==> config.mk <==
export PLATFORM = sky130hd
export DESIGN_NAME = sens_irq_ctrl
export DESIGN_NICKNAME = d
export VERILOG_FILES = /design/src/rtl/sens_irq_ctrl.sv
export SDC_FILE = /design/constraint.sdc
export NUM_CORES = 1
export LEC_CHECK = 0
export BUFFER_PORTS_ARGS = -buffer_cell sky130_fd_sc_hd__buf_2
export CAP_MARGIN = 5
export CORE_AREA = 2 2 74 76
export DETAILED_ROUTE_END_ITERATION = 7
export DIE_AREA = 0 0 76 78
export SYNTH_ARGS = -nofsm -noshare
export SYNTH_HDL_FRONTEND = slang
export SYNTH_SLANG_ARGS = --single-unit
==> constraint.sdc <==
create_clock -name clk -period 3.3 [get_ports clk]
set_input_delay 0.66 -clock clk [delete_from_list [all_inputs] [get_ports clk]]
set_output_delay 0.66 -clock clk [all_outputs]
set_load 0.01 [all_outputs]
==> src/rtl/sens_irq_ctrl.sv <==
module sens_irq_ctrl #(
  parameter int              W         = 8,
  parameter logic [W-1:0]    DATA_MASK = 'h07,
  parameter int              AW        = 2
) (
  input  logic          clk,
  input  logic          rst_n,
  input  logic [W-1:0]  evt_i,
  input  logic          data_rd_i,
  input  logic          pol_i,
  input  logic          reg_we_i,
  input  logic          reg_re_i,
  input  logic [AW-1:0] reg_addr_i,
  input  logic [W-1:0]  reg_wdata_i,
  output logic [W-1:0]  reg_rdata_o,
  output logic          int1_o,
  output logic          int2_o
);
  localparam logic [AW-1:0] A_EN  = AW'(0);
  localparam logic [AW-1:0] A_MAP = AW'(1);
  localparam logic [AW-1:0] A_SRC = AW'(2);

  logic [W-1:0] en_q, map_q, src_q;
  logic [W-1:0] src_set, src_clr, active, rd_mux;
  logic         src_rd;

  assign src_rd  = reg_re_i && (reg_addr_i == A_SRC);
  assign src_set = evt_i & (en_q | DATA_MASK);
  assign src_clr = (src_rd ? (src_q & ~DATA_MASK) : '0)
                 | (data_rd_i ? DATA_MASK : '0);

  always_ff @(posedge clk or negedge rst_n)
    if (!rst_n) src_q <= '0;
    else        src_q <= (src_q & ~src_clr) | src_set;

  always_ff @(posedge clk or negedge rst_n)
    if (!rst_n) begin
      en_q  <= '0;
      map_q <= '0;
    end else if (reg_we_i) begin
      if (reg_addr_i == A_EN)  en_q  <= reg_wdata_i;
      if (reg_addr_i == A_MAP) map_q <= reg_wdata_i;
    end

  always_comb
    case (reg_addr_i)
      A_EN:    rd_mux = en_q;
      A_MAP:   rd_mux = map_q;
      A_SRC:   rd_mux = src_q;
      default: rd_mux = '0;
    endcase

  always_ff @(posedge clk or negedge rst_n)
    if (!rst_n)        reg_rdata_o <= '0;
    else if (reg_re_i) reg_rdata_o <= rd_mux;

  assign active = src_q & en_q;
  assign int1_o = (|(active & ~map_q)) ^ pol_i;
  assign int2_o = (|(active &  map_q)) ^ pol_i;
endmodule

# ---- Word level (Yosys, flattened, before mapping)
# Cells that the tools add are included.
# Widths: inputs -> output; s select.
dict set report classes {
  n_bitwise 11
  n_reduce_logical 6
  muxes 3
  n_eq_ne 2
}
# operator n
set ops {}
lappend ops {{$and 8x8->8} 5}
lappend ops {{$pmux 8 s3} 1}
lappend ops {{$not 8->8} 2}
lappend ops {{$reduce_or 8->1} 2}
lappend ops {{$mux 8} 1}
lappend ops {{$or 8x3->8} 1}
lappend ops {{$or 8x8->8} 1}
lappend ops {{$reduce_and 2->1} 2}
lappend ops {{$mux 3} 1}
lappend ops {{$eq 2x1->1 const B} 1}
lappend ops {{$eq 2x2->1 const B} 1}
lappend ops {{$logic_not 2->1} 1}
lappend ops {{$xor 1x1->1} 2}
lappend ops {{$logic_and 1x1->1} 1}
dict set report totals {
  output_inout_bits 10
  regBits 32
  inputBits 24
  elab_cells 26
}

# ---- Depth between registers and ports, before layout
dict set report depth {
  depth_word 7
  mapped_depth 5
  ltp_nobuf 4
}

# ---- Worst setup path before layout
# Ideal clock, no wire load.
dict set report synth_timing {
  path_type {reg-to-output}
  from {reg en_q[4]}
  to {out int1_o}
  t_required_ns 2.640
  n_path_buf 0
  stages_incl_launch_ff 5
  t_arrival_ns 1.028
  path_slack_ns 1.612
  path_cell_list {dfrtp_1 > nand2_1 > o22ai_1 > nor4_1 > xnor2_1}
}
dict set report synth_between {
  elab_chain_len 4
}
# element line_no
set synth_rtl {}
lappend synth_rtl {{start, declared} 23} ;# logic [W-1:0] en_q, map_q, src_q;
lappend synth_rtl {{start signal, assigned} 41} ;# if (reg_addr_i == A_EN) en_q <= reg_wdata_i;
lappend synth_rtl {{$and 8x8->8} 57} ;# assign active = src_q & en_q;
lappend synth_rtl {{$and 8x8->8} 58} ;# assign int1_o = (|(active & ~map_q)) ^ pol_i;
lappend synth_rtl {{$reduce_or 8->1} 58}
lappend synth_rtl {{$xor 1x1->1} 58}
lappend synth_rtl {{end, declared} 16} ;# output logic int1_o,
# No other way between the ends.

# ---- Worst setup path after layout
dict set report layout_timing {
  from {reg src_q[0]}
  to {out int1_o}
}
dict set report layout_between {
  elab_chain_len 4
}
# element line_no
set layout_rtl {}
lappend layout_rtl {{start, declared} 23}
lappend layout_rtl {{start signal, assigned} 34} ;# else src_q <= (src_q & ~src_clr) | src_set;
lappend layout_rtl {{$and 8x8->8} 57}
lappend layout_rtl {{$and 8x8->8} 58}
lappend layout_rtl {{$reduce_or 8->1} 58}
lappend layout_rtl {{$xor 1x1->1} 58}
# No other way between the ends.

==> results.toml <==
[timing]
worst_pin_slew_ns = 0.701
clock_skew_ns = 0.00368
max_slew_margin_pct = 53.3
drv_slew = 0
setup_ws_ns = 1.09
rsz0062_at_grt = "false"
finalCritPeriodShare_pct = 67.0
setup_tns_ns = 0
finalSetupViolations = 0
min_period_ns = 2.21
hold_violations = 0
max_freq_mhz = 452

[clock_network]
hold_buffers = 0
cts.path.max_buffers = 2
cts_root_buf = "clkbuf_8"
ctsHtreeMaxLevel = 2
clkTransAtPathRegs_ns = 0.06
cts_sinks = 32
post_cts_buffers = 0
cts_tree = "built"
clk_latency_ns = 0.28
post_cts_resize_count = 0
cts_made_buffers = 5

[cells_and_area]
final_area_sq_mm = 0.00179
nNetsFinal = 191
syn2layout_area_growth_pct = 20.5
mostFrequentLayoutCells = "buf_2 (33), dfrtp_1 (32), nor2_1 (17)"
num_antenna_cells = 0
final_cells = 238
layout_commonest_cell = "buf_2"
drive_gt1_share_pct = 33.9

[power_and_ir_drop]
ir_drop_mv = 0.299
p_leak_nw = 0.822
p_per_area_mw_per_mm2 = 591

[yosys]
avgSynthCellArea_sq_um = 11.3
syn_nets = 156
ys_types = 21
netlist_instances = 132
synth_edf_count = 0
synth_area_sq_mm = 0.00149
ys_seq_elements = 32
yosys_most_used_dff = "dfrtp_1"
yosysSeqAreaShare_pct = 53.9
synth.yosys.warnings = 0
synthArstFlopShare_pct = 100

[routing]
ant_nets = 0
num_vias = 1105
via_per_inst = 4.64
wl_um = 3210
dr.first_iter.drc_count = 49
drc = 0
post_drt_wl_per_cell_um = 13.5
first_pass_iters = 4

[floorplanning]
dieWidth_um = 76
initial_core_util_pct = 29.5
dieArea_sq_mm = 0.00593
design.portCount = 34
die_h_um = 78
core_sq_mm = 0.00504
rows = 26

[min_path]
holdCritPathClass = "in2async"

[critical_path]
r2r_end = "reg_rdata_o[2]$_DFFE_PN0P_"
crit_required_ns = 2.64
cp_max_fo = 4
endpoint_kind = "output port"
cp-start-kind = "register"
crit_arrival_ns = 1.55
r2r_start = "map_q[2]$_DFFE_PN0P_"
critPathKind = "reg2out"
regToRegSetupSlack_ns = 2.27
r2r_cells = 4

[run]
cap_violations = 0

[global_route]
antenna_found_initial = 0
grt_max_degree = 33
overflow = 0
grt_util_all_layers_pct = 12.0
grt_pass1_vias = 1094
grt_pass1_wl_um = 5480

[place]
dp_hpwl_um = 2460
port_buffers = 33
dp_cells = 230
place_congestion = 0.774
placed_cell_area_sq_mm = 0.00170
place_ws_ns = 1.37

[run_status]
status = "finished clean"
## cells in the mapped netlist, types with 2 or more instances
cell     number  share of area (%)
dfrtp_1      32                 54
nor2_1       17                4.3
a21oi_1      16                5.4
mux2_2       16                 12
nand2_1       9                2.3
mux2i_1       8                5.4
nand3_1       8                2.7
a22o_1        5                2.9
o22ai_1       4                1.7
a21o_1        3                1.5
buf_2         2               0.67
nand4_1       2               0.84
xnor2_1       2                1.2
## metal layers
layer / GRT usage [%] / routed length (um)
met1: 16.6 / 1610
met5: 0 / 0
met4: 4.91 / 55
met3: 3.84 / 165
met2: 17.1 / 1380
## cell type report
class | count | area (sq um)
Clock buffer | 8 | 90.1
Fill cell | 527 | 3250
Inverter | 1 | 3.75
Multi-Input combinational cell | 94 | 642
Sequential cell | 32 | 801
Tap cell | 70 | 87.6
Timing Repair Buffer | 33 | 165
## worst max-delay path, cell delays in order (launching register included)
cell and delay [ns]:
dfrtp_1 0.42, nand2_1 0.07, o22ai_1 0.08, nor4_1 0.38, xnor2_1 0.17, buf_2 0.15
## state kept, by name, indices dropped and copies added, names as in the netlist
signal,cells
en_q,8
map_q,8
reg_rdata_o,8
src_q,8
## logic make-up (layout without fill, tap and decap cells)
logic type / count (synthesis) / in the layout / share of synthesized area (%)
AO/OA/AOI/OAI: 28 / 28 / 11.5
XOR/XNOR: 2 / 2 / 1.18
buffers and inverters: 6 / 42 / 2.86
flip-flops: 32 / 32 / 53.9
multiplexers: 24 / 24 / 17.5
AND/OR/NAND/NOR: 40 / 40 / 13.0
## worst max path at each step
stage,endpoint,slack (ns),startpoint
final,int1_o,1.09,src_q[0]$_DFF_PN0_
after global routing,int1_o,0.97,src_q[0]$_DFF_PN0_
after CTS,int1_o,1.07,src_q[1]$_DFF_PN0_
after detailed placement,src_q[3]$_DFF_PN0_,1.37,reg_addr_i[1]
after global placement,int1_o,1.37,src_q[1]$_DFF_PN0_
after floorplan,int1_o,1.61,en_q[4]$_DFFE_PN0P_
## stage by stage
stage / hold WS (ns) / utilization [%] / power [mW]
2_1_floorplan: 0.364 / - / 0.674
3_3_place_gp: 0.499 / 33.7 / 0.760
3_5_place_dp: 0.513 / 33.7 / 0.764
4_1_cts: 0.444 / 35.5 / 1.07
5_1_grt: 0.484 / 35.5 / 1.13
6_report: 0.423 / 35.5 / 1.06
## report_power, final
| part | leakage (nW) | internal [mW] | switching [mW] | total, mW |
|---|---|---|---|---|
| combinational | 0.408 | 0.118 | 0.105 | 0.223 |
| clock | 0.0455 | 0.170 | 0.134 | 0.303 |
| sequential | 0.368 | 0.460 | 0.0705 | 0.531 |
Power figures use the tool's default switching activity.
